==> config.mk <==
export PLATFORM = sky130hd
export DESIGN_NAME = dly_sched
export DESIGN_NICKNAME = d
export VERILOG_FILES = /design/src/rtl/dly_sched_pkg.sv /design/src/rtl/dly_split.sv /design/src/rtl/dly_step.sv /design/src/rtl/dly_cmp.sv /design/src/rtl/dly_sched.sv
export SDC_FILE = /design/constraint.sdc
export NUM_CORES = 1
export LEC_CHECK = 0
export ABC_AREA = 1
export CAP_MARGIN = 0
export CORE_ASPECT_RATIO = 1.5
export CORE_UTILIZATION = 50
export CTS_CLUSTER_DIAMETER = 60
export DETAILED_ROUTE_END_ITERATION = 10
export DONT_BUFFER_PORTS = 1
export GPL_TIMING_DRIVEN = 0
export MAX_ROUTING_LAYER = met4
export SETUP_SLACK_MARGIN = 0.5
export SYNTH_ARGS = -nofsm -noshare
export SYNTH_HDL_FRONTEND = slang
export SYNTH_HIERARCHICAL = 1
export SYNTH_SLANG_ARGS = --single-unit
==> constraint.sdc <==
create_clock -name clk_i -period 10.5 [get_ports clk_i]
set_input_delay 3.15 -clock clk_i [delete_from_list [all_inputs] [get_ports clk_i]]
set_output_delay 3.15 -clock clk_i [all_outputs]
set_load 0.01 [all_outputs]
==> src/rtl/dly_sched_pkg.sv <==
package dly_sched_pkg;
  typedef enum logic [2:0] {
    CMD_NONE,
    CMD_CANCEL,
    CMD_STOP,
    CMD_START,
    CMD_REL,
    CMD_ABS,
    CMD_HIT
  } dly_cmd_e;
endpackage

==> src/rtl/dly_split.sv <==
module dly_split #(
  parameter int TW   = 32,
  parameter int CW   = 24,
  parameter int CORR = 2
) (
  input  logic [TW-1:0]    raw_i,
  input  logic             corr_en_i,
  output logic [TW-1:0]    delta_o,
  output logic [TW-CW-1:0] chunks_o,
  output logic [CW-1:0]    rem_o
);
  localparam logic [TW-1:0] CORR_V = TW'(CORR);

  logic [TW-1:0] corrected;

  always_comb begin
    corrected = (raw_i > CORR_V) ? (raw_i - CORR_V) : '0;
    delta_o   = corr_en_i ? corrected : raw_i;
    chunks_o  = delta_o[TW-1:CW];
    rem_o     = delta_o[CW-1:0];
  end
endmodule

==> src/rtl/dly_step.sv <==
module dly_step #(
  parameter int TW     = 32,
  parameter int CW     = 24,
  parameter int MIN_IV = 5
) (
  input  logic             launch_i,
  input  logic [TW-CW-1:0] chunks_i,
  input  logic [CW-1:0]    rem_i,
  output logic [CW-1:0]    interval_o,
  output logic [TW-CW-1:0] chunks_o,
  output logic [CW-1:0]    rem_o,
  output logic             done_o
);
  localparam int            CKW  = TW - CW;
  localparam logic [CW-1:0] MAXV = '1;
  localparam logic [CW-1:0] MINV = CW'(MIN_IV);

  logic rem_ok;

  always_comb begin
    rem_ok     = launch_i ? (rem_i > MINV) : (rem_i >= MINV);
    interval_o = MINV;
    chunks_o   = chunks_i;
    rem_o      = rem_i;
    done_o     = 1'b0;
    if (chunks_i != '0) begin
      chunks_o   = chunks_i - CKW'(1);
      interval_o = MAXV;
    end else if (rem_ok) begin
      interval_o = rem_i;
      rem_o      = '0;
    end else begin
      rem_o  = '0;
      done_o = !launch_i;
    end
  end
endmodule

==> src/rtl/dly_cmp.sv <==
module dly_cmp #(
  parameter int TW = 32,
  parameter int CW = 24
) (
  input  logic          clk_i,
  input  logic          rst_ni,
  input  logic [TW-1:0] now_i,
  input  logic          load_i,
  input  logic [CW-1:0] interval_i,
  input  logic          clr_i,
  output logic          armed_o,
  output logic [TW-1:0] target_o,
  output logic          hit_o
);
  logic          armed_q, armed_d;
  logic [TW-1:0] target_q, target_d;
  logic [TW-1:0] diff;
  logic          en;

  always_comb begin
    en       = load_i | clr_i;
    armed_d  = armed_q;
    target_d = target_q;
    if (clr_i) begin
      armed_d  = 1'b0;
      target_d = '0;
    end else if (load_i) begin
      armed_d  = 1'b1;
      target_d = now_i + {{(TW-CW){1'b0}}, interval_i};
    end
    diff  = now_i - target_q;
    hit_o = armed_q && !diff[TW-1];
  end

  always_ff @(posedge clk_i or negedge rst_ni) begin
    if (!rst_ni) begin
      armed_q  <= 1'b0;
      target_q <= '0;
    end else if (en) begin
      armed_q  <= armed_d;
      target_q <= target_d;
    end
  end

  assign armed_o  = armed_q;
  assign target_o = target_q;


  hold_target_chk: assert property (@(posedge clk_i) disable iff (!rst_ni)
    (!load_i && !clr_i) |=> $stable(target_q));


  clr_zero_chk: assert property (@(posedge clk_i) disable iff (!rst_ni)
    clr_i |=> (target_q == '0) && !armed_q);
endmodule

==> src/rtl/dly_sched.sv <==
module dly_sched #(
  parameter int TW     = 32,
  parameter int CW     = 24,
  parameter int MIN_IV = 5,
  parameter int CORR   = 2
) (
  input  logic          clk_i,
  input  logic          rst_ni,
  input  logic [TW-1:0] now_i,
  input  logic          run_start_i,
  input  logic          run_stop_i,
  input  logic          rel_req_i,
  input  logic          abs_req_i,
  input  logic [TW-1:0] req_val_i,
  input  logic          cancel_i,
  output logic          fire_o,
  output logic          busy_o,
  output logic          armed_o,
  output logic [TW-1:0] cmp_target_o
);
  import dly_sched_pkg::*;

  localparam int CKW = TW - CW;

  logic           run_q, run_d;
  logic           used_q, used_d;
  logic           fire_q, fire_d;
  logic [TW-1:0]  delta_q, delta_d;
  logic [TW-1:0]  start_q, start_d;
  logic [CKW-1:0] chunks_q, chunks_d;
  logic [CW-1:0]  rem_q, rem_d;

  dly_cmd_e       cmd;
  logic           hit;
  logic [TW-1:0]  split_in, split_delta, elapsed;
  logic           split_corr;
  logic [CKW-1:0] split_chunks, step_chunks_in, step_chunks;
  logic [CW-1:0]  split_rem, step_rem_in, step_rem, step_iv;
  logic           step_launch, step_done;
  logic           cmp_load, cmp_clr;

  // command priority
  always_comb begin
    if (cancel_i)         cmd = CMD_CANCEL;
    else if (run_stop_i)  cmd = CMD_STOP;
    else if (run_start_i) cmd = CMD_START;
    else if (rel_req_i)   cmd = CMD_REL;
    else if (abs_req_i)   cmd = CMD_ABS;
    else if (hit)         cmd = CMD_HIT;
    else                  cmd = CMD_NONE;
  end

  always_comb begin
    split_corr     = (cmd == CMD_REL) || (cmd == CMD_ABS);
    split_in       = (cmd == CMD_START) ? delta_q :
                     (cmd == CMD_ABS)   ? (req_val_i - now_i) : req_val_i;
    step_launch    = (cmd != CMD_HIT);
    step_chunks_in = step_launch ? split_chunks : chunks_q;
    step_rem_in    = step_launch ? split_rem    : rem_q;
    elapsed        = now_i - start_q;
  end

  dly_split #(.TW(TW), .CW(CW), .CORR(CORR)) u_split (
    .raw_i     (split_in),
    .corr_en_i (split_corr),
    .delta_o   (split_delta),
    .chunks_o  (split_chunks),
    .rem_o     (split_rem)
  );

  dly_step #(.TW(TW), .CW(CW), .MIN_IV(MIN_IV)) u_step (
    .launch_i   (step_launch),
    .chunks_i   (step_chunks_in),
    .rem_i      (step_rem_in),
    .interval_o (step_iv),
    .chunks_o   (step_chunks),
    .rem_o      (step_rem),
    .done_o     (step_done)
  );

  dly_cmp #(.TW(TW), .CW(CW)) u_cmp (
    .clk_i      (clk_i),
    .rst_ni     (rst_ni),
    .now_i      (now_i),
    .load_i     (cmp_load),
    .interval_i (step_iv),
    .clr_i      (cmp_clr),
    .armed_o    (armed_o),
    .target_o   (cmp_target_o),
    .hit_o      (hit)
  );

  // next state
  always_comb begin
    run_d    = run_q;
    used_d   = used_q;
    fire_d   = 1'b0;
    delta_d  = delta_q;
    start_d  = start_q;
    chunks_d = chunks_q;
    rem_d    = rem_q;
    cmp_load = 1'b0;
    cmp_clr  = 1'b0;
    unique case (cmd)
      CMD_CANCEL: begin
        used_d   = 1'b0;
        cmp_clr  = 1'b1;
        chunks_d = '0;
        rem_d    = '0;
      end
      CMD_STOP: begin
        run_d = 1'b0;
        if (used_q && run_q) begin
          cmp_clr = 1'b1;
          if (delta_q > elapsed) delta_d = delta_q - elapsed;
          else                   used_d  = 1'b0;
        end
      end
      CMD_START: begin
        run_d = 1'b1;
        if (used_q && !run_q) begin
          start_d  = now_i;
          chunks_d = step_chunks;
          rem_d    = step_rem;
          cmp_load = 1'b1;
        end
      end
      CMD_REL, CMD_ABS: begin
        used_d  = 1'b1;
        delta_d = split_delta;
        if (run_q) begin
          start_d  = now_i;
          chunks_d = step_chunks;
          rem_d    = step_rem;
          cmp_load = 1'b1;
        end else begin
          cmp_clr = 1'b1;
        end
      end
      CMD_HIT: begin
        chunks_d = step_chunks;
        rem_d    = step_rem;
        if (step_done) begin
          used_d  = 1'b0;
          fire_d  = 1'b1;
          cmp_clr = 1'b1;
        end else begin
          cmp_load = 1'b1;
        end
      end
      default: ;
    endcase
  end

  always_ff @(posedge clk_i or negedge rst_ni) begin
    if (!rst_ni) begin
      run_q    <= 1'b0;
      used_q   <= 1'b0;
      fire_q   <= 1'b0;
      delta_q  <= '0;
      start_q  <= '0;
      chunks_q <= '0;
      rem_q    <= '0;
    end else begin
      run_q    <= run_d;
      used_q   <= used_d;
      fire_q   <= fire_d;
      delta_q  <= delta_d;
      start_q  <= start_d;
      chunks_q <= chunks_d;
      rem_q    <= rem_d;
    end
  end

  assign fire_o = fire_q;
  assign busy_o = used_q;


  fire_pulse_chk: assert property (@(posedge clk_i) disable iff (!rst_ni)
    fire_o |=> !fire_o);


  fire_idle_chk: assert property (@(posedge clk_i) disable iff (!rst_ni)
    fire_o |-> (!busy_o && !armed_o));


  arm_needs_run_chk: assert property (@(posedge clk_i) disable iff (!rst_ni)
    armed_o |-> (busy_o && run_q));


  cancel_drop_chk: assert property (@(posedge clk_i) disable iff (!rst_ni)
    cancel_i |=> (!busy_o && !armed_o && !fire_o));


  stop_disarm_chk: assert property (@(posedge clk_i) disable iff (!rst_ni)
    (run_stop_i && !cancel_i) |=> !armed_o);
endmodule

* Word-level counts from Yosys, hierarchy flattened *
Index checks and enable logic that the tools add are counted.

storage, ports and cells
  register bits after elaboration = 132
  bits of input ports = 71
  output and inout bits = 35

operators by class
  $add $sub $neg = 7
  magnitude comparators = 4
  eq/ne operators = 13
  muxes and demuxes = 49
  bitwise operators = 1
  reduce and logical (&&, ||, !) cells = 20

operator list
  cell                                                  count
  2-to-1 mux 32 bit                                     10
  2-to-1 mux 24 bit                                     6
  one-hot mux 32 bit (2 select lines)                   2
  subtractor 32 bit                                     4
  one-hot mux 24 bit (4 select lines)                   1
  adder 32 x 24 -> 32 bit                               1
  > comparator 32 x 2 -> 1 bit, second input constant   1
  > comparator 32 bit                                   1
  2-to-1 mux 8 bit                                      4
  one-hot mux 8 bit (4 select lines)                    1
  subtractor 32 x 2 -> 32 bit, second input constant    1
  >= comparator 24 x 3 -> 1 bit, second input constant  1
  > comparator 24 x 3 -> 1 bit, second input constant   1
  2-to-1 mux 3 bit                                      6
  2-to-1 mux 1 bit                                      15
  != test 2 bit, second input constant                  5
  == test 3 bit, second input constant                  3
  AND reduction 3 bit                                   3
  one-hot mux 1 bit (4 select lines)                    2
  nonzero test 2 bit                                    4
  nonzero test 4 bit                                    2
  nonzero test 8 bit                                    1
  subtractor 8 x 1 -> 8 bit, second input constant      1
  == test 3 x 2 -> 1 bit, second input constant         2
  12 further kinds                                      16

* Longest topological paths before layout *
Gate-level depths: netlist (run 1).

  depth in word-level cells = 24
  depth in mapped cells = 54

* By module *
The synthesis (run 1) kept the hierarchy.

by module, submodules not included
  module     instances  cells an instance  area each (µm²)  seq. area each (µm²)
  dly_sched  1          2035               11840.1          2477.4
  dly_cmp    1          708                4151.5           825.8
  dly_split  1          280                1443.9           0.0
  dly_step   1          155                710.7            0.0

* Worst setup path before layout (run 1) *
No wires, ideal clock.

  kind = input -> register
  start = input port now_i[22]
  end = register u_cmp.target_q[24], in the netlist u_cmp/target_o[24]
  setup time = 117 ps
  arrival = 8226 ps
  setup slack = 2157 ps
  stages = 46
  cells stage by stage = ha_1 -> a21oi_1 -> o21a_1 -> nand2_1 -> a21oi_1 -> a21oi_1 -> nor2_1 -> nand2_1 -> nand2_1 -> nor2_1 -> nand2_1 -> inv_2 -> buf_4 -> buf_4 -> o21ai_0 -> o21ai_1 -> inv_1 -> ha_1 -> [... 10 more ...] -> inv_1 -> nor3_1 -> nand2_2 -> inv_4 -> nand3_1 -> ha_1 -> inv_1 -> fa_1 -> inv_1 -> nand3_1 -> nand3_1 -> nand2_1 -> nand2_1 -> nand2_1 -> nand3_1 -> nand2_1 -> nand3_1 -> nand2_1

on the way
  elaborated cells on any way between the ends = 46

RTL lines
  element                      RTL line         RTL
  start, declared              dly_sched.sv:9   input logic [TW-1:0] now_i,
  subtractor 32 bit (*)        dly_cmp.sv:31    diff = now_i - target_q;
  zero test 1 bit (*)          dly_cmp.sv:32    hit_o = armed_q && !diff[TW-1];
  logical AND 1 bit (*)        dly_cmp.sv:32
  net hit                      dly_sched.sv:34  logic hit;
  2-to-1 mux 3 bit (*)         dly_sched.sv:49  else if (hit) cmd = CMD_HIT;
  2-to-1 mux 3 bit (*)         dly_sched.sv:48  else if (abs_req_i) cmd = CMD_ABS;
  2-to-1 mux 3 bit (*)         dly_sched.sv:47  else if (rel_req_i) cmd = CMD_REL;
  2-to-1 mux 3 bit (*)         dly_sched.sv:46  else if (run_start_i) cmd = CMD_START;
  [... 5 more ...]             -
  net split_in[2]              dly_sched.sv:35  logic [TW-1:0] split_in, split_delta, elapsed;
  [... 3 more ...]             -
  net split_chunks[1]          dly_sched.sv:37  logic [CKW-1:0] split_chunks, step_chunks_in, step_chunks;
  2-to-1 mux 8 bit (*)         dly_sched.sv:58  step_chunks_in = step_launch ? split_chunks : chunks_q;
  net step_chunks_in[1]        dly_sched.sv:37
  nonzero test 8 bit (*)       dly_step.sv:26   if (chunks_i != '0) begin
  2-to-1 mux 24 bit (*)        dly_step.sv:26
  net step_iv[0]               dly_sched.sv:38  logic [CW-1:0] split_rem, step_rem_in, step_rem, step_iv;
  adder 32 x 24 -> 32 bit (*)  dly_cmp.sv:29    target_d = now_i + {{(TW-CW){1'b0}}, interval_i};
  2-to-1 mux 32 bit (*)        dly_cmp.sv:27    end else if (load_i) begin
  2-to-1 mux 32 bit (*)        dly_cmp.sv:24    if (clr_i) begin
  end signal, assigned         dly_cmp.sv:41    target_q <= target_d;
  end, declared                dly_cmp.sv:16    logic [TW-1:0] target_q, target_d;

Mark *: on every way through the listed nets, which the timed path passes. The rest lies on a longest branch. The select of a mux whose other input is x is not followed.
A chain may end at the register's enable or synchronous reset.

* Final worst setup path (run 1) *
  start = input port now_i[30]
  end = register u_cmp.target_q[24], in the netlist u_cmp/target_o[24]

The elaborated chain is that of the path after synthesis.

==> flow_summary.yaml, run 1 <==
outcome:
  status: "completed"
timing:
  timing.final.crit_share: 0.918
  worst_pin_slew_ns: 0.877
  report.final.slew_viol_count: 0
  finClkSkew_ns: 0.0139
  min_period_ns: 9.64
  finalHoldViolations: 0
  rsz0062_at_grt: "no"
  slew_headroom: 0.416
  fin_setup_tns_ns: 0
  fmax_ghz: 0.104
  finalSetupViolations: 0
  setup_slack_ns: 0.860
synth:
  ys_warn_count: 6
  seq_area_frac_synth: 0.182
  avgSynthCellArea_sq_um: 5.71
  netlist_area_sq_mm: 0.0181
  synth_nets: 3404
  synth_edf_count: 0
  ys_async_sr_fraction: 1.00
  synth_top_cell_area_share: 0.227
  synth_seq_cells: 132
  ys.flop_type: "dfrtp_1"
  yosys.cell_types.count: 54
  synth_cells: 3178
  ys_top_cells_by_area: "nand2_1 (23%), dfrtp_1 (18%), inv_1 (11%)"
  synth_top_area_cell: "nand2_1"
setup_path:
  reg2reg_slack_ns: 3.04
  critPathMaxFanout: 10
  critPathLaunch: "now_i[30]"
  max_stage_delay_ns: 0.50
  start_kind: "input port"
  rr_worst_depth: 43
  cp_slowest_cell: "nor2_1"
  worst-setup-path-type: "input port to flip-flop"
  cpMostUsedCell: "nand2_1"
  worst_setup_path_end_kind: "flip-flop"
  reg2reg_from: "u_cmp/target_o[30]"
  required_ns: 10.84
  worstPathArrival_ns: 9.98
  r2r-end: "u_cmp/target_o[24]"
grt:
  grt_pass1_wl_microns: 109000
  grt.overflow.total: 0
  grt_max_degree: 133
  grt_antenna_before_repair: 1
  grt_pass1_vias: 19719
  grt_use_total: 0.407
drt:
  vias_per_cell: 5.49
  first_pass_iters: 6
  vias: 20252
  drc_errors: 0
  ant_nets: 0
  wl_microns: 72800
  routedWlPerCell_microns: 19.7
  drt_iter0_markers: 1602
cells_and_area:
  final_area_sq_mm: 0.0196
  drive_above_1_share: 0.0778
  instances_no_fill: 3692
  area_growth_syn_to_layout_pct: 7.99
  final_common_cell: "nand2_1"
  nNetsFinal: 3426
  layout_common_cells: "nand2_1 (1090), inv_1 (543), nor2_1 (268), nand3_1 (242), o21ai_0 (173)"
floorplan:
  io_pins: 106
  die_w_microns: 158
  core_area_sq_mm: 0.0358
  dieArea_sq_mm: 0.0371
  die_y_microns: 235
  start_util: 0.506
  rows: 85
place:
  post-dp-hpwl_microns: 61500
  place_congestion: 1.02
  placedInstanceArea_sq_mm: 0.0187
  port_buffers: 0
  preCtsSetupSlack_ns: -0.648
  dpl.cell_count: 3656
pwr:
  vdd_ir_drop_max_mv: 0.188
  p_per_area_mw_per_mm2: 189
  p_leak_uw: 0.0108
  power.total_uw: 3700
clock_network:
  clock_path_buffers: 2
  cts_root_buf: "clkbuf_16"
  insertion_delay_ns: 0.46
  clkSlewWorstSetupHoldPaths_ns: 0.07
  cts_buffers: 17
  clock_sinks: 132
  cts_tree: "yes"
  hold_buffers: 0
  htree_levels: 4
hold_path:
  min_to: "start_q[8]"
  worstHoldStart: "start_q[8]"
  holdPathStages: 2
  hold_class: "flip-flop to flip-flop"
flow_run:
  drv_cap: 0
[report_power, final]
part           total, uW  switching (uW)  internal, uW  leakage, uW
Combinational       2360            1570           785      0.00877
Clock                651             308           343     0.000299
Sequential           695            87.1           608      0.00173
Total               3700            1970          1740       0.0108
[Yosys cell counts, types with 19 or more instances]
library cell and instances:
a21oi_1 149, buf_4 44, clkbuf_1 19, dfrtp_1 132, ha_1 151, inv_1 544, nand2_1 1098, nand3_1 245
nor2_1 283, nor2_2 20, nor3_1 24, o21a_1 19, o21ai_0 181, o21ai_1 21, xnor2_1 34, xor2_1 27
[worst max-delay path by stage]
stage,end,depth (start not counted)
final,u_cmp/target_o[24],42
after global routing,u_cmp/target_o[24],49
after CTS,u_cmp/target_o[24],45
after detailed placement,u_cmp/target_o[7],40
after global placement,u_cmp/target_o[2],40
after floorplan,u_cmp/target_o[24],46
[sequential cells by signal, indices dropped and copies added, names as in the netlist]
register	cells
busy_o	1
chunks_q	8
delta_q	32
fire_o	1
rem_q	24
run_q	1
start_q	32
u_cmp/armed_o	1
u_cmp/target_o	32
[critical path, delay by kind of cell]
kind            cells  cell delay [ns]
simple gates       31             4.82
fa+ha+maj           3             0.92
buf+inv             6             0.73
compound gates      2             0.32
[layout make-up]
type / count / area (sq um)
antenna: 1 / 2.50
buffer: 96 / 632
multi-input combinational: 2391 / 12300
clock buffer: 17 / 425
inverter: 559 / 2100
tap: 478 / 598
fill: 3886 / 16200
timing repair buffer: 3 / 22.5
clock inverter: 15 / 185
sequential: 132 / 3300
[logic make-up (layout without fill, tap and decap cells)]
group,Yosys count,in the layout,share of synthesized area
AO/OA/AOI/OAI,411,411,0.123
buffers and inverters,655,690,0.149
other,0,1,0
AND/OR/NAND/NOR,1764,1764,0.408
XOR/XNOR,61,61,0.0294
adder cells (fa/ha/maj),155,155,0.109
flip-flops,132,132,0.182
[metal layers]
metal / global-route usage / vias to the layer above / routed length [microns]
met1: 0.411 / 9311 / 26000
met5: - / - / 0
met4: 0.309 / 0 / 6180
met2: 0.707 / 762 / 36500
li1: - / 9941 / -
met3: 0.0512 / 238 / 4100
[through the flow]
stage          utilization  hold slack, ns
2_1_floorplan            -           0.453
3_3_place_gp         0.523           0.467
3_5_place_dp         0.523           0.479
4_1_cts              0.541           0.497
5_1_grt              0.547           0.510
6_report             0.547           0.493
[repair_timing]
item	4_1_cts	5_1_grt
endpoints found under the setup margin	32	32
gates resized for setup	9	66
pin swaps	0	6
setup buffers	0	3
Power figures use the tool's default switching activity.
==> run 2: changes to the inputs <==
SYNTH_HIERARCHICAL = default   (was 1)
==> flow_summary.yaml, run 2 <==
timing:
  worst_pin_slew_ns: 0.786
  rsz0062_at_grt: "yes"
  fmax_ghz: 0.0998
  finalHoldViolations: 0
  finClkSkew_ns: 0.00980
  timing.final.crit_share: 0.954
  min_period_ns: 10.02
  finalSetupViolations: 0
  report.final.slew_viol_count: 0
  slew_headroom: 0.470
setup_path:
  worstPathArrival_ns: 10.36
  critPathMaxFanout: 7
  worst-setup-path-type: "input port to flip-flop"
  required_ns: 10.84
  cpMostUsedCell: "nand2_2"
  max_stage_delay_ns: 0.37
  worst_setup_path_end_kind: "flip-flop"
  cp_slowest_cell: "fa_2"
  start_kind: "input port"
synth:
  seq_area_frac_synth: 0.215
  ys.flop_type: "dfrtp_1"
  netlist_area_sq_mm: 0.0154
  synth_seq_cells: 132
  synthMostInstantiatedCell: "nand2_1"
  ys_warn_count: 0
  ys_async_sr_fraction: 1.00
  synth_cells: 2387
  yosys.cell_types.count: 56
  ys_top_cells_by_area: "dfrtp_1 (22%), nand2_1 (17%), ha_1 (13%)"
  synth_top_cell_area_share: 0.215
  synth_nets: 2620
  synth_top_area_cell: "dfrtp_1"
  synth_edf_count: 0
  ys_top_cells_by_count: "nand2_1 (692), inv_1 (353), nor2_1 (162), ha_1 (158), o21ai_0 (145)"
  avgSynthCellArea_sq_um: 6.43
cells_and_area:
  diodes: 0
  final_area_sq_mm: 0.0187
  instances_no_fill: 2925
  layout_common_cells: "nand2_1 (617), inv_1 (338), o21ai_0 (134), dfrtp_1 (132), nor2_1 (131)"
  area_growth_syn_to_layout_pct: 21.5
  nNetsFinal: 2745
  drive_above_1_share: 0.187
  fillers: 2865
  final_common_cell: "nand2_1"
pwr:
  swShare: 0.479
  p_leak_uw: 0.00935
  switching_power_uw: 1520
  intPower_uw: 1660
  pwr-share-clk: 0.192
  power_frac_comb: 0.584
  p_per_area_mw_per_mm2: 170
  vdd_ir_drop_max_mv: 0.133
  sequentialPowerShare: 0.224
floorplan:
  die_w_microns: 145
  dieArea_sq_mm: 0.0314
  start_util: 0.508
  core_area_sq_mm: 0.0303
  rows: 78
  io_pins: 106
  die_y_microns: 217
grt:
  grt_pass1_vias: 16320
  grt.overflow.total: 0
  grt_pass1_wl_microns: 93300
  grt_antenna_before_repair: 0
  grt_use_total: 0.408
  grt_max_degree: 133
place:
  dpl.cell_count: 2787
  place_congestion: 1.00
  placedInstanceArea_sq_mm: 0.0159
  port_buffers: 0
  post-dp-hpwl_microns: 49100
clock_network:
  cts_tree: "yes"
  htree_levels: 4
  cts_buffers: 17
  insertion_delay_ns: 0.46
  clock_sinks: 132
  cts_root_buf: "clkbuf_16"
  clock_path_buffers: 2
  clkSlewWorstSetupHoldPaths_ns: 0.06
drt:
  first_pass_iters: 6
  vias_per_cell: 5.70
  routedWlPerCell_microns: 21.5
  drc_errors: 0
  vias: 16668
  drt_iter0_markers: 1239
  ant_nets: 0
  wl_microns: 62900
flow_run:
  drv_cap: 0
outcome:
  status: "completed"
hold_path:
  hold_class: "flip-flop to flip-flop"
## run 2: changes by cell type in the layout (fill, tap and decap cells not counted), sizes merged, moves of 12 or more
cell and change:
nor3 -23, buf +62, a31oi +14, nor2 -129
o21ai -14, nand3 -134, nand4 +49, inv -204
xnor2 +25, o21a -15, nand2 -394, xor2 +36
a22o +12
## run 2: timing repair
action / CTS / global route
hold buffers: 0 / 0
endpoints found under the hold margin: 0 / 0
setup endpoints to repair: 25 / 14
gates cloned: 1 / 1
setup buffers: 60 / 44
resized for setup: 142 / 179
pin swaps: 55 / 118
## run 2: layout make-up
type,count,area [sq um],share of cell area
plain buffers,63,392,0.0210
clock buffers,17,425,0.0228
clock inverters,15,131,0.00704
inverters,360,1360,0.0728
multi-input cells,1832,11700,0.624
flip-flops and latches,132,3300,0.177
well taps,400,500,0.0268
repair buffers,106,903,0.0484
## run 2: per-stage QoR
stage	setup slack (ns)	hold slack [ns]	setup TNS, ns	util	total power (uW)
final	0.481	0.486	0	0.617	3180
after global routing	0.149	0.509	0	0.617	3420
after CTS	0.452	0.487	0	0.577	3080
after detailed placement	-2.19	0.469	-27.14	0.524	2410
after global placement	-2.12	0.465	-24.78	0.524	2380
after floorplan	0.585	0.441	0	-	1990
## run 2: routing by layer
metal  GRT usage  share of wire  vias up
met5           -              0        -
met4       0.348          0.095        0
met3      0.0598          0.054      183
met2       0.661           0.47      589
met1       0.439           0.39     7895
li1            -              -     8001
## run 2: power by group through the flow
stage | Clock, uW | Sequential (uW) | Combinational [uW]
after global routing | 627 | 723 | 2070
final | 611 | 711 | 1860
after floorplan | 0 | 686 | 1300
after detailed placement | 0 | 717 | 1690
after CTS | 616 | 709 | 1760
after global placement | 0 | 713 | 1670
## run 2: cell families after synthesis
logic type,Yosys count,share of synthesized area
compound gates,430,0.158
simple gates,1118,0.313
buf+inv,423,0.110
flops,132,0.215
fa+ha+maj,162,0.134
xor+xnor,122,0.0696
## run 2: worst paths after layout
check                                   from            endpoint  slack (ns)  cells past startpoint
max                                now_i[26]  u_cmp.target_o[28]        0.48                     60
min                              start_q[29]         start_q[29]        0.49                      2
max reg2reg                u_cmp.target_o[2]  u_cmp.target_o[28]        2.62                     65
min reg2reg                      start_q[29]         start_q[29]        0.49                      2
max in group asynchronous             rst_ni           rem_q[14]        7.77                      0
min in group asynchronous             rst_ni  u_cmp.target_o[25]        2.38                      0
## run 2: critical path: cells and delay by family
kind                     cells  cell delay, ns
AND/OR/NAND/NOR             45            4.56
AO/OA/AOI/OAI                6            0.98
buffers and inverters        5            0.76
adder cells (fa/ha/maj)      3            0.74
XOR/XNOR                     1            0.14
